[config.mk]
export PLATFORM = sky130hd
export DESIGN_NAME = ptr_addr_unit
export DESIGN_NICKNAME = d
export VERILOG_FILES = /design/src/rtl/addrgen_pkg.sv /design/src/rtl/ag_ptr_reg.sv /design/src/rtl/ag_bank_reg.sv /design/src/rtl/ag_ea_calc.sv /design/src/rtl/ptr_addr_unit.sv
export SDC_FILE = /design/constraint.sdc
export NUM_CORES = 1
export LEC_CHECK = 0
export ABC_AREA = 1
export BUFFER_PORTS_ARGS = -buffer_cell sky130_fd_sc_hd__buf_2
export CAP_MARGIN = 5
export CORE_MARGIN = 2
export CORE_UTILIZATION = 40
export CTS_CLUSTER_SIZE = 8
export DETAILED_ROUTE_END_ITERATION = 10
export PLACE_DENSITY = 0.68
export SKIP_CTS_REPAIR_TIMING = 1
export SLEW_MARGIN = 20
export SYNTH_ARGS = -nofsm -noshare
export SYNTH_HDL_FRONTEND = slang
export SYNTH_SLANG_ARGS = --single-unit
[constraint.sdc]
create_clock -name clk -period 3.43 [get_ports clk]
set_input_delay 0.343 -clock clk [delete_from_list [all_inputs] [get_ports clk]]
set_output_delay 0.343 -clock clk [all_outputs]
set_load 0.1 [all_outputs]
[src/rtl/addrgen_pkg.sv]
package addrgen_pkg;

    localparam int ADDR_W  = 12;
    localparam int DATA_W  = 8;
    localparam int BANK_W  = ADDR_W - DATA_W;
    localparam int HI_W    = ADDR_W - DATA_W;
    localparam int MODE_W  = 3;

    typedef logic [ADDR_W-1:0] addr_t;
    typedef logic [DATA_W-1:0] byte_t;
    typedef logic [BANK_W-1:0] bank_t;
    typedef logic [HI_W-1:0]   nib_t;

    typedef enum logic [MODE_W-1:0] {
        AM_PLAIN   = 3'd0,
        AM_POSTDEC = 3'd1,
        AM_POSTINC = 3'd2,
        AM_PREINC  = 3'd3,
        AM_OFFSET  = 3'd4
    } am_e;

    typedef struct packed {
        logic  modifies;
        addr_t next;
    } ptr_upd_t;

    // Working register widened as a two's complement value.
    function automatic addr_t sext_w(byte_t w);
        return addr_t'({{HI_W{w[DATA_W-1]}}, w});
    endfunction

    // Pointer value after a strobed access in the given mode.
    function automatic ptr_upd_t step_ptr(am_e m, addr_t p);
        ptr_upd_t u;
        case (m)
            AM_POSTDEC: begin u.modifies = 1'b1; u.next = p - addr_t'(1); end
            AM_POSTINC: begin u.modifies = 1'b1; u.next = p + addr_t'(1); end
            AM_PREINC:  begin u.modifies = 1'b1; u.next = p + addr_t'(1); end
            default:    begin u.modifies = 1'b0; u.next = p;              end
        endcase
        return u;
    endfunction

    // Address presented during an indirect access.
    function automatic addr_t indirect_ea(am_e m, addr_t p, byte_t w);
        case (m)
            AM_PREINC: return p + addr_t'(1);
            AM_OFFSET: return p + sext_w(w);
            default:   return p;
        endcase
    endfunction

endpackage

[src/rtl/ag_ptr_reg.sv]
module ag_ptr_reg
    import addrgen_pkg::*;
(
    input  logic  clk,
    input  logic  rst,
    input  logic  load_en,
    input  addr_t load_val,
    input  logic  wr_hi,
    input  logic  wr_lo,
    input  nib_t  hi_nib,
    input  byte_t lo_byte,
    input  logic  upd_en,
    input  addr_t upd_val,
    output addr_t ptr_q
);

    always_ff @(posedge clk) begin
        if (rst) begin
            ptr_q <= '0;
        end else if (load_en) begin
            ptr_q <= load_val;
        end else if (wr_hi || wr_lo) begin
            if (wr_hi) ptr_q[ADDR_W-1:DATA_W] <= hi_nib;
            if (wr_lo) ptr_q[DATA_W-1:0]      <= lo_byte;
        end else if (upd_en) begin
            ptr_q <= upd_val;
        end
    end

    assert_full_load_R10: assert property (@(posedge clk) disable iff (rst)
        load_en |=> ptr_q == $past(load_val));

    assert_hi_write_R9: assert property (@(posedge clk) disable iff (rst)
        (wr_hi && !load_en) |=> ptr_q[ADDR_W-1:DATA_W] == $past(hi_nib));

    assert_lo_beats_upd_R11: assert property (@(posedge clk) disable iff (rst)
        (wr_lo && !wr_hi && !load_en) |=> ptr_q[ADDR_W-1:DATA_W] == $past(ptr_q[ADDR_W-1:DATA_W]));

    assert_idle_hold_R3: assert property (@(posedge clk) disable iff (rst)
        (!load_en && !wr_hi && !wr_lo && !upd_en) |=> $stable(ptr_q));

endmodule

[src/rtl/ag_bank_reg.sv]
module ag_bank_reg
    import addrgen_pkg::*;
(
    input  logic  clk,
    input  logic  rst,
    input  logic  load_en,
    input  bank_t load_val,
    output bank_t bank_q
);

    always_ff @(posedge clk) begin
        if (rst)          bank_q <= '0;
        else if (load_en) bank_q <= load_val;
    end

    assert_bank_load_R2: assert property (@(posedge clk) disable iff (rst)
        load_en |=> bank_q == $past(load_val));

    assert_bank_hold_R2: assert property (@(posedge clk) disable iff (rst)
        !load_en |=> $stable(bank_q));

endmodule

[src/rtl/ag_ea_calc.sv]
module ag_ea_calc
    import addrgen_pkg::*;
(
    input  logic              indirect,
    input  logic              ptr_ok,
    input  logic [MODE_W-1:0] mode,
    input  addr_t             ptr_cur,
    input  byte_t             wreg,
    input  bank_t             bank,
    input  byte_t             operand,
    output addr_t             eff_addr,
    output logic              modifies,
    output addr_t             ptr_next
);

    am_e      m;
    ptr_upd_t u;

    always_comb begin
        m        = am_e'(mode);
        u        = step_ptr(m, ptr_cur);
        modifies = u.modifies & indirect & ptr_ok;
        ptr_next = u.next;
        if (!indirect)
            eff_addr = {bank, operand};
        else if (!ptr_ok)
            eff_addr = '0;
        else
            eff_addr = indirect_ea(m, ptr_cur, wreg);
    end

endmodule

[src/rtl/ptr_addr_unit.sv]
module ptr_addr_unit
    import addrgen_pkg::*;
#(
    parameter int NUM_PTR = 3,
    parameter int SEL_W   = 2
) (
    input  logic              clk,
    input  logic              rst,
    input  logic              acc_valid,
    input  logic              acc_indirect,
    input  logic [SEL_W-1:0]  acc_ptr,
    input  logic [MODE_W-1:0] acc_mode,
    input  logic [DATA_W-1:0] acc_wreg,
    input  logic [DATA_W-1:0] acc_operand,
    output logic [ADDR_W-1:0] eff_addr,
    input  logic [SEL_W-1:0]  wr_ptr,
    input  logic              ptr_wr_hi,
    input  logic              ptr_wr_lo,
    input  logic [DATA_W-1:0] wr_byte,
    input  logic              ptr_load,
    input  logic [ADDR_W-1:0] load_value,
    input  logic              bank_load,
    input  logic [BANK_W-1:0] bank_value,
    output logic [BANK_W-1:0] bank_q,
    input  logic [SEL_W-1:0]  rd_sel,
    output logic [DATA_W-1:0] rd_hi,
    output logic [DATA_W-1:0] rd_lo
);

    localparam logic [SEL_W-1:0] PTR_LAST = SEL_W'(NUM_PTR - 1);

    addr_t              ptr_q [NUM_PTR];
    logic [NUM_PTR-1:0] upd_vec;
    addr_t              cur_ptr;
    addr_t              rd_ptr;
    addr_t              ptr_next;
    logic               modifies;
    logic               ptr_ok;
    logic               rd_ok;

    assign ptr_ok = (acc_ptr <= PTR_LAST);
    assign rd_ok  = (rd_sel <= PTR_LAST);

    always_comb begin
        cur_ptr = '0;
        rd_ptr  = '0;
        for (int k = 0; k < NUM_PTR; k++) begin
            if (acc_ptr == SEL_W'(k)) cur_ptr = ptr_q[k];
            if (rd_sel  == SEL_W'(k)) rd_ptr  = ptr_q[k];
        end
    end

    ag_ea_calc u_ea (
        .indirect (acc_indirect),
        .ptr_ok   (ptr_ok),
        .mode     (acc_mode),
        .ptr_cur  (cur_ptr),
        .wreg     (acc_wreg),
        .bank     (bank_q),
        .operand  (acc_operand),
        .eff_addr (eff_addr),
        .modifies (modifies),
        .ptr_next (ptr_next)
    );

    ag_bank_reg u_bank (
        .clk      (clk),
        .rst      (rst),
        .load_en  (bank_load),
        .load_val (bank_value),
        .bank_q   (bank_q)
    );

    for (genvar i = 0; i < NUM_PTR; i++) begin : g_ptr
        logic wsel;
        assign wsel       = (wr_ptr == SEL_W'(i));
        assign upd_vec[i] = acc_valid & modifies & (acc_ptr == SEL_W'(i));

        ag_ptr_reg u_ptr (
            .clk      (clk),
            .rst      (rst),
            .load_en  (ptr_load & wsel),
            .load_val (load_value),
            .wr_hi    (ptr_wr_hi & wsel),
            .wr_lo    (ptr_wr_lo & wsel),
            .hi_nib   (wr_byte[HI_W-1:0]),
            .lo_byte  (wr_byte),
            .upd_en   (upd_vec[i]),
            .upd_val  (ptr_next),
            .ptr_q    (ptr_q[i])
        );
    end

    assign rd_hi = rd_ok ? byte_t'(rd_ptr[ADDR_W-1:DATA_W]) : '0;
    assign rd_lo = rd_ok ? rd_ptr[DATA_W-1:0] : '0;

    // Strobed indirect access whose pointer sees no competing write.
    logic wr_hit;
    logic clean_acc;
    assign wr_hit    = (ptr_load | ptr_wr_hi | ptr_wr_lo) & (wr_ptr == acc_ptr);
    assign clean_acc = acc_valid & acc_indirect & ptr_ok & ~wr_hit;

    assert_one_update_R8: assert property (@(posedge clk) disable iff (rst)
        $onehot0(upd_vec));

    assert_no_strobe_R8: assert property (@(posedge clk) disable iff (rst)
        !(acc_valid && acc_indirect) |-> upd_vec == '0);

    assert_bad_sel_R13: assert property (@(posedge clk) disable iff (rst)
        (acc_indirect && !ptr_ok) |-> (eff_addr == '0 && upd_vec == '0));

    assert_preinc_match_R6: assert property (@(posedge clk) disable iff (rst)
        (clean_acc && acc_mode == AM_PREINC) |=> ptr_q[$past(acc_ptr)] == $past(eff_addr));

    assert_postdec_step_R4: assert property (@(posedge clk) disable iff (rst)
        (clean_acc && acc_mode == AM_POSTDEC) |=> ptr_q[$past(acc_ptr)] == $past(eff_addr) - addr_t'(1));

    assert_postinc_step_R5: assert property (@(posedge clk) disable iff (rst)
        (clean_acc && acc_mode == AM_POSTINC) |=> ptr_q[$past(acc_ptr)] == $past(eff_addr) + addr_t'(1));

    assert_offset_keep_R7: assert property (@(posedge clk) disable iff (rst)
        (clean_acc && acc_mode == AM_OFFSET) |=> ptr_q[$past(acc_ptr)] == $past(cur_ptr));

endmodule

==> summary.txt, run 1 <==
Outcome
  – Outcome: finished, final reports clean

Flow run
  – Max-Cap Viols: 0

Setup path
  – Crit. End Element: primary output
  – Crit path launch type: flop
  – Reg2Reg Capture Point: g_ptr[2].u_ptr.ptr_q[7]
  – R2R cell count: 14
  – Worst-path cell chain: inv_1 -> nand3_2 -> nand3_4 -> inv_2 -> ha_2 -> inv_1 -> fa_2 -> inv_2 -> nand2_1 -> nand2_1 -> nand2_1 -> nand2_1 -> nand2_1 -> nand2_2 -> nand2_1 -> nand2_1 -> a21oi_1 -> or2_2 -> nand3_2 -> nand3_2 -> nand2_2 -> nand2_2 -> buf_12
  – Critical Path Most Common Cell: nand2_1
  – Critical path class: flop to primary output
  – Slowest CP cell: dfxtp_1
  – Critical path data required time: 3090 ps
  – Critical R2R Launch: g_ptr[1].u_ptr.ptr_q[5]
  – Flop-to-flop setup slack: 1340 ps
  – Worst path max stage delay: 340 ps
  – CP Data Arrival Time: 2860 ps
  – Delay-heaviest family, CP: simple AND/OR/NAND/NOR gates
  – CP max FO: 3
  – Crit path buffers/inverters: 5

Hold path
  – Worst hold path class: primary input to flop
  – Hold Path End: u_bank.bank_q[0]
  – Startpoint of the worst hold path: bank_value[0]
  – Hold path cells: 3

Pwr
  – Pwr Density: 376 nW/um^2
  – Leak: 2.71 nW
  – Total power: 0.00206 W
  – Peak VDD IR: 0.300 mV

Die
  – Die height: 111 microns
  – Die area: 12200 sq um
  – FP Rows: 38
  – Placeable Area: 11000 sq um
  – Die W: 111 microns
  – # IOs: 89
  – Starting Density: 41.4%

Clock network
  – Clock latency on the worst-skew pair: 290 ps
  – Number of buffers created by CTS: 5
  – H-tree depth: 2
  – Clock-pin slew of the registers on the worst-case setup and hold paths: 70 ps
  – Clk sinks: 40
  – CTS root buffer: clkbuf_16
  – Longest Clk Path Bufs: 2
  – CTS tree: done

Placement
  – Hpwl dp: 12200 microns
  – # port buffers: 84
  – Final GP Congestion: 0.950
  – DP Cell Count: 992

Logic synthesis
  – Sequential fraction of the synthesis area: 17.6%
  – Mapped Area: 4550 sq um
  – Syn avg cell area: 5.85 sq um
  – Main flop type after synthesis: dfxtp_1
  – Top cell type's share of synthesized area: 20.0%
  – Most frequent cell after synthesis: nand2_1
  – Cells after Synth: 777
  – Synthesized flop and latch total: 40
  – Number of synthesized flops with an enable pin: 0
  – Netlist cell types: 41
  – Yosys warns: 0
  – Top cells by area, synth: nand2_1 20%, dfxtp_1 18%, a21oi_1 10%, nand3_1 6.9%, o21ai_0 6.8%
  – Synth area leader: nand2_1
  – Post-synth ARST share: 0%
  – Most frequent cells after synthesis: 242 x nand2_1, 92 x a21oi_1, 76 x inv_1

Timing
  – Final period utilization: 93.3%
  – Crit path time final: 3200 ps
  – Max Fclk: 312 MHz
  – Final hold vios: 0
  – Max transition margin: 48.4%
  – Slew @ Worst Pin: 771 ps
  – Finish-stage setup viols: 0
  – Worst Clk Skew: 8.14 ps
  – Pins Over Slew Limit: 0

Finish
  – Share of cells above drive strength 1: 22.1%
  – Post-layout util: 49.8%
  – NumNets Final: 930
  – Finished Layout Cells: 1000
  – Antenna diodes: 0
  – Area growth from synthesis to layout: 20.3%

Routing
  – Pre-antenna DRT Iters: 5
  – Avg WL per Cell: 15.1 microns
  – Vias/cell: 5.42
  – Initial drt markers: 481
  – WL final: 15100 microns
  – Via count: 5416
  – DR DRC count: 0
  – Post-DRT Antenna Nets: 0

GRT
  – Largest net degree at the start of global routing: 28
  – Vias in the first global route: 4979
  – GRT overflow: 0
  – First-pass GRT wire length: 24600 microns
  – Initial antenna violation count: 0
  – GRT Util Overall: 24.1%
power breakdown:
group          leakage (nW)  internal (W)  switching, W
clock                0.0804      0.000346      0.000212
combinational          2.30      0.000275      0.000691
sequential            0.330      0.000503     0.0000299
total                  2.71       0.00112      0.000933
how the worst max path moves through the flow:
stage / end / start / depth (start not counted) / slack (ps)
after CTS: eff_addr[10] / g_ptr[0].u_ptr.ptr_q[0] / 23 / 40
after global placement: eff_addr[10] / acc_ptr[1] / 25 / 150
after floorplan: rd_lo[1] / rd_sel[1] / 4 / -10
after global routing: eff_addr[10] / g_ptr[1].u_ptr.ptr_q[0] / 23 / -10
final: eff_addr[10] / g_ptr[2].u_ptr.ptr_q[0] / 23 / 230
after detailed placement: eff_addr[10] / acc_ptr[1] / 25 / 100
registers in the layout, summed over array words and instances, names as in the netlist:
signal,count
g_ptr.u_ptr.ptr_q,36
u_bank.bank_q,4
tightest hold or removal path, stage by stage:
cell and delay (ps):
buf_2 70, nor2_1 30, nor2_1 80
layer usage:
layer  vias to the layer above  routed length [microns]  global-route usage, %
met5                         -                        0                      0
met4                         0                      365                   8.67
met3                        32                     1150                   3.62
met2                       250                     6860                   38.8
met1                      2392                     6720                   32.8
li1                       2742                        -                      -
layout by cell type, fill, tap and decap left out, types with 6 or more instances in the layout:
master    synthesis  final
o21ai_1          10     12
nor2_4           13     13
a221oi_1          6      6
nand3_1          63     59
nor2_2            9      9
buf_4             6     14
nor2_1           41     41
inv_2             7      9
o21ai_0          62     60
dfxtp_1          40     38
nand2_1         242    237
inv_1            76     74
o211ai_1          6      6
ha_1             13     12
buf_2             7     74
a21oi_1          92     92
nand3_2          14     18
nand2_2          12     17
buf_12            0     10
cells by family after synthesis:
logic type	after synthesis	share of synthesized area (%)
compound gates	196	24.1
xor+xnor	7	1.35
fa+ha+maj	14	4.02
other cells	1	0.0825
simple gates	408	42.5
flops	40	17.6
buf+inv	111	10.4
area by class of cell:
class	instances	area, sq um
Sequential cell	40	803
Tap cell	140	175
Fill cell	1181	5510
Timing Repair Buffer	98	676
Multi-Input combinational cell	629	3320
Inverter	85	320
Clock buffer	5	125
Clock inverter	3	46.3
stage by stage:
step           cell area (sq um)  hold slack (ps)  setup WS, ps  setup TNS [ps]
6_report                    5470              277           229               0
3_3_place_gp                5260              476           155               0
5_1_grt                     5470              297         -10.1           -10.1
2_1_floorplan               4560              412         -13.3           -39.8
4_1_cts                     5430              283          37.5               0
3_5_place_dp                5260              476           104               0
Note: power is estimated with default switching activity, not from simulation.
==> run 2: changes to the inputs <==
- PLACE_DENSITY: 0.68 -> 0.63
==> summary.txt, run 2 (same netlist as run 1, synthesis figures left out) <==
Outcome
  – Outcome: finished, final reports clean

Timing
  – Max transition margin: 45.7% (-2.7 points)
  – Final period utilization: 94.5% (+1.2 points)
  – Hold Worst Slack: 278 ps (+1.38 ps)
  – Worst Clk Skew: 8.56 ps (+0.425 ps)
  – Crit path time final: 3240 ps (+39.8 ps)
  – Finish-stage setup viols: 0 (unchanged)
  – Max Fclk: 309 MHz (-1.2%)
  – Slew @ Worst Pin: 811 ps (+40.1 ps)
  – Pins Over Slew Limit: 0 (unchanged)
  – Final hold vios: 0 (unchanged)

Routing
  – Via count: 5676 (+4.8%)
  – Vias/cell: 5.65 (+4.3%)
  – Avg WL per Cell: 17.0 microns (+12%)
  – Initial drt markers: 582 (+21%)
  – DR DRC count: 0 (unchanged)
  – Post-DRT Antenna Nets: 0 (unchanged)
  – WL final: 17100 microns (+13%)
  – Pre-antenna DRT Iters: 5 (unchanged)

Flow run
  – Max-Cap Viols: 0 (unchanged)

Finish
  – Largest register FFs: 36 (unchanged)
  – Register Area: 803 sq um (unchanged)
  – Commonest cells after routing, fill and taps aside: 236 x nand2_1, 92 x a21oi_1, 76 x inv_1
  – NumNets Final: 935 (+0.54%)
  – Antenna diodes: 0 (unchanged)
  – Largest Register: g_ptr.u_ptr.ptr_q
  – Post-layout util: 50.3% (+0.46 points)
  – Finished Layout Cells: 1005 (+0.50%)
  – Multi-input logic area: 3330 sq um (+0.19%)
  – Share of cells above drive strength 1: 22.4% (+0.33 points)
  – Design area: 5520 sq um (+0.91%)
  – Biggest regs: g_ptr.u_ptr.ptr_q x36, u_bank.bank_q x4
  – Fillers: 1146 (-3.0%)
  – Area growth from synthesis to layout: 21.4%
  – Commonest non-fill, non-tap cell in the layout: nand2_1

GRT
  – First-pass GRT wire length: 26900 microns (+9.1%)
  – GRT Util Overall: 26.8% (+2.6 points)
  – Largest net degree at the start of global routing: 28 (unchanged)
  – GRT overflow: 0 (unchanged)
  – Initial antenna violation count: 0 (unchanged)
  – Vias in the first global route: 5357 (+7.6%)

Clock network
  – Longest Clk Path Bufs: 2 (unchanged)
  – CTS tree: done
  – H-tree depth: 2 (unchanged)
  – Clk sinks: 40 (unchanged)
  – Number of buffers created by CTS: 5 (unchanged)
  – Clock latency on the worst-skew pair: 290 ps (about the same)
  – Clock-pin slew of the registers on the worst-case setup and hold paths: 70 ps (about the same)
  – CTS root buffer: clkbuf_16

Setup path
  – Crit. End Element: primary output
  – Worst-path cell chain: inv_1 -> nand2_2 -> nand3_4 -> inv_1 -> ha_2 -> inv_1 -> fa_2 -> inv_1 -> nand2_1 -> nand2_1 -> nand2_1 -> nand2_2 -> nand2_1 -> nand2_2 -> nand2_1 -> nand2_1 -> a21oi_1 -> or2_2 -> nand3_2 -> nand3_2 -> nand2_2 -> nand2_2 -> buf_12
  – Critical path data required time: 3090 ps (about the same)
  – CP max FO: 3 (unchanged)
  – Slowest CP cell: dfxtp_2
  – Critical Path Most Common Cell: nand2_1
  – Critical path class: flop to primary output
  – Worst path max stage delay: 350 ps (about the same)
  – CP Data Arrival Time: 2900 ps (+40 ps)
  – Crit path launch type: flop

Placement
  – Final GP Congestion: 0.982 (+3.4%)
  – Area after DPL: 5300 sq um (+0.71%)
  – Hpwl dp: 13800 microns (+13%)
  – # port buffers: 84 (unchanged)
  – DP Cell Count: 997 (+0.50%)

Pwr
  – Pwr Density: 376 nW/um^2 (about the same)
  – Peak VDD IR: 0.217 mV (-28%)
  – Total power: 0.00208 W (+0.94%)
  – Leak: 2.74 nW (+1.1%)

Die
  – Starting Density: 41.4% (unchanged)
  – Die area: 12200 sq um (unchanged)
  – FP Rows: 38 (unchanged)
  – Die height: 111 microns (unchanged)
  – Placeable Area: 11000 sq um (unchanged)
  – Die W: 111 microns (unchanged)
  – # IOs: 89 (unchanged)

Hold path
  – Worst hold path class: primary input to flop
[run 2: final cells by class]
cell class,instances,area share [%]
multi-input cells,629,60.3
flip-flops and latches,40,14.6
repair buffers,103,13.0
inverters,85,5.80
well taps,140,3.17
clock buffers,5,2.27
clock inverters,3,0.839
[run 2: report_power, final]
part | switching [W] | total [W] | internal [W]
sequential | 0.0000317 | 0.000535 | 0.000503
combinational | 0.000711 | 0.000992 | 0.000281
clock | 0.000204 | 0.000550 | 0.000346
[run 2: through the flow]
stage | setup slack (ps) | TNS [ps]
2_1_floorplan | -13.3 | -39.8
3_3_place_gp | 243 | 0
3_5_place_dp | 128 | 0
4_1_cts | 24.7 | 0
5_1_grt | -9.60 | -9.60
6_report | 190 | 0
[run 2: metal layers]
metal	GRT usage [%]	vias to the layer above	part of all wire (%)
met3	3.02	48	6.9
li1	-	2753	-
met4	10.6	0	3.6
met1	33.7	2597	42
met5	0	-	0
met2	46.5	278	48
[run 2: final timing paths]
path	start	endpoint	slack, ps	cells past startpoint
max	g_ptr[0].u_ptr.ptr_q[0]	eff_addr[10]	190	23
min	bank_value[1]	u_bank.bank_q[1]	280	3
max reg2reg	g_ptr[2].u_ptr.ptr_q[1]	g_ptr[0].u_ptr.ptr_q[6]	1200	14
min reg2reg	g_ptr[0].u_ptr.ptr_q[8]	g_ptr[0].u_ptr.ptr_q[8]	490	2
[run 2: worst max-delay path, delay by kind of cell, from the launching register on]
kind / cells / cell delay [ps]
adder cells (fa/ha/maj): 2 / 500
AO/OA/AOI/OAI: 1 / 70
flip-flops: 1 / 350
buffers and inverters: 5 / 420
AND/OR/NAND/NOR: 15 / 1280
==> run 3: changes to the inputs <==
- CTS_BUF_LIST: not set -> sky130_fd_sc_hd__clkbuf_4
- SKIP_LAST_GASP: not set -> 1
==> summary.txt, run 3 (same netlist as run 1, synthesis figures left out) <==
Outcome
  – Outcome: finished, final reports clean

Setup path
  – Flop-to-flop setup slack: 1170 ps (-30 ps)
  – CP startpoint: g_ptr[0].u_ptr.ptr_q[0]
  – R2R cell count: 14 (unchanged)
  – Critical path data required time: 3090 ps (about the same)
  – Slowest CP cell: dfxtp_2
  – Crit path depth: 21 (-8.7%)
  – Worst-path cell chain: inv_1 -> nand2_2 -> nand3_4 -> inv_2 -> ha_4 -> inv_2 -> fa_2 -> inv_2 -> nand2_1 -> nand2_1 -> nand2_2 -> nand2_2 -> nand2_1 -> nand2_2 -> a21oi_1 -> o21ai_0 -> o21ai_0 -> o21ai_0 -> buf_4 -> nand2_1 -> buf_12
  – Crit path buffers/inverters: 6 (+1)
  – CP max FO: 3 (unchanged)
  – Critical R2R Launch: g_ptr[1].u_ptr.ptr_q[1]
  – Crit. End Element: primary output
  – Crit path launch type: flop
  – CP Data Arrival Time: 2930 ps (+30 ps)
  – Critical path class: flop to primary output
  – Delay-heaviest family, CP: simple AND/OR/NAND/NOR gates
  – Reg2Reg Capture Point: g_ptr[2].u_ptr.ptr_q[6]
  – Worst path max stage delay: 380 ps (+30 ps)

Die
  – Die W: 111 microns (unchanged)
  – FP Rows: 38 (unchanged)
  – Die area: 12200 sq um (unchanged)
  – Placeable Area: 11000 sq um (unchanged)
  – Die height: 111 microns (unchanged)
  – # IOs: 89 (unchanged)
  – Starting Density: 41.4% (unchanged)

Finish
  – Fillers: 1153 (+0.61%)
  – Largest register FFs: 36 (unchanged)
  – Antenna diodes: 0 (unchanged)
  – NumNets Final: 936 (+0.11%)
  – Finished Layout Cells: 1006 (+0.10%)
  – Share of cells above drive strength 1: 23.6% (+1.1 points)
  – Post-layout util: 49.8% (-0.41 points)
  – Biggest regs: g_ptr.u_ptr.ptr_q x36, u_bank.bank_q x4
  – Area growth from synthesis to layout: 20.4%
  – Commonest non-fill, non-tap cell in the layout: nand2_1
  – Commonest cells after routing, fill and taps aside: 234 x nand2_1, 91 x a21oi_1, 73 x buf_2
  – Largest Register: g_ptr.u_ptr.ptr_q

Timing
  – Unrepaired setup endpoints after global routing: yes
  – Final hold vios: 0 (unchanged)
  – Max Fclk: 305 MHz (-1.0%)
  – Pins Over Slew Limit: 0 (unchanged)
  – Final period utilization: 95.5% (+0.99 points)
  – Sum Neg Setup Slack: 0 ps (unchanged)
  – Worst Clk Skew: 18.5 ps (+9.90 ps)
  – Crit path time final: 3270 ps (+33.8 ps)
  – Slew @ Worst Pin: 797 ps (-13.8 ps)
  – Hold Worst Slack: 198 ps (-80.3 ps)
  – Max transition margin: 46.7% (+0.92 points)
  – Finish-stage setup viols: 0 (unchanged)

GRT
  – Vias in the first global route: 5344 (-0.24%)
  – Largest net degree at the start of global routing: 28 (unchanged)
  – GRT overflow: 0 (unchanged)
  – First-pass GRT wire length: 26700 microns (-0.61%)
  – Initial antenna violation count: 0 (unchanged)
  – GRT Util Overall: 26.5% (-0.23 points)

Pwr
  – Psw: 0.000922 W (-2.6%)
  – Clock share of power: 17.8% (-8.7 points)
  – Internal cell power: 0.000947 W (-16%)
  – Peak VDD IR: 0.213 mV (-2.1%)
  – Sequential power share: 28.6% (+2.8 points)
  – Sw frac: 49.3% (+3.7 points)
  – Pwr Density: 341 nW/um^2 (-9.3%)
  – Leak: 2.70 nW (-1.2%)
  – Comb power frac: 53.6% (+5.8 points)

Routing
  – Pre-antenna DRT Iters: 6 (+1)
  – Vias/cell: 5.64 (about the same)
  – Post-DRT Antenna Nets: 0 (unchanged)
  – DR DRC count: 0 (unchanged)
  – WL final: 17000 microns (-0.42%)
  – Via count: 5678 (+0.035%)
  – Initial drt markers: 506 (-13%)
  – Avg WL per Cell: 16.9 microns (-0.52%)

Hold path
  – Worst hold path class: primary input to flop
  – Startpoint of the worst hold path: bank_value[1]
  – Hold Path End: u_bank.bank_q[1]
  – Hold path cells: 3 (unchanged)

Clock network
  – Clock-pin slew of the registers on the worst-case setup and hold paths: 140 ps (+70 ps)
  – H-tree depth: 2 (unchanged)
  – Number of buffers created by CTS: 5 (unchanged)
  – CTS root buffer: clkbuf_4
  – Clk sinks: 40 (unchanged)
  – Longest Clk Path Bufs: 2 (unchanged)
  – Clock latency on the worst-skew pair: 360 ps (+70 ps)
  – CTS tree: done

Placement
  – DP Cell Count: 997 (unchanged)
  – # port buffers: 84 (unchanged)
  – Final GP Congestion: 0.982 (unchanged)
  – Hpwl dp: 13800 microns (unchanged)

Flow run
  – Max-Cap Viols: 0 (unchanged)
-- run 3: area by class of cell --
cell class / instances / area, sq um / share of cell area (%)
flip-flops and latches: 40 / 805 / 14.7
inverters: 85 / 320 / 5.85
repair buffers: 104 / 727 / 13.3
clock buffers: 5 / 37.5 / 0.686
multi-input cells: 629 / 3360 / 61.4
clock inverters: 3 / 46.3 / 0.846
well taps: 140 / 175 / 3.20
-- run 3: per-layer routing --
layer	track usage [%]	vias to the layer above	routed length, microns
met5	0	-	0
met4	10.7	0	614
met3	3.02	47	1010
met2	45.7	257	8150
met1	33.7	2621	7220
li1	-	2753	-
-- run 3: worst max-delay path by stage --
| stage | slack (ps) | to |
|---|---|---|
| 2_1_floorplan | -10 | rd_lo[1] |
| 3_3_place_gp | 240 | eff_addr[10] |
| 3_5_place_dp | 130 | eff_addr[11] |
| 4_1_cts | -90 | eff_addr[10] |
| 5_1_grt | -40 | eff_addr[10] |
| 6_report | 160 | eff_addr[8] |
-- run 3: power groups by stage --
stage	Sequential [W]	Combinational (W)	Clock, W
5_1_grt	0.000539	0.00108	0.000357
3_3_place_gp	0.000542	0.000962	0
2_1_floorplan	0.000555	0.000683	0
4_1_cts	0.000533	0.000973	0.000339
6_report	0.000535	0.00100	0.000333
3_5_place_dp	0.000543	0.000970	0
-- run 3: tightest hold or removal path: stages --
cell	delay [ps]
buf_2	80
nor2_1	30
nor2_1	80
-- run 3: per-stage QoR --
step | worst slack [ps] | area [sq um] | total power (W)
after floorplan | -13.3 | 4560 | 0.00124
after global placement | 243 | 5300 | 0.00150
after detailed placement | 128 | 5300 | 0.00151
after CTS | -85.4 | 5380 | 0.00184
after global routing | -38.5 | 5470 | 0.00197
final | 156 | 5470 | 0.00187
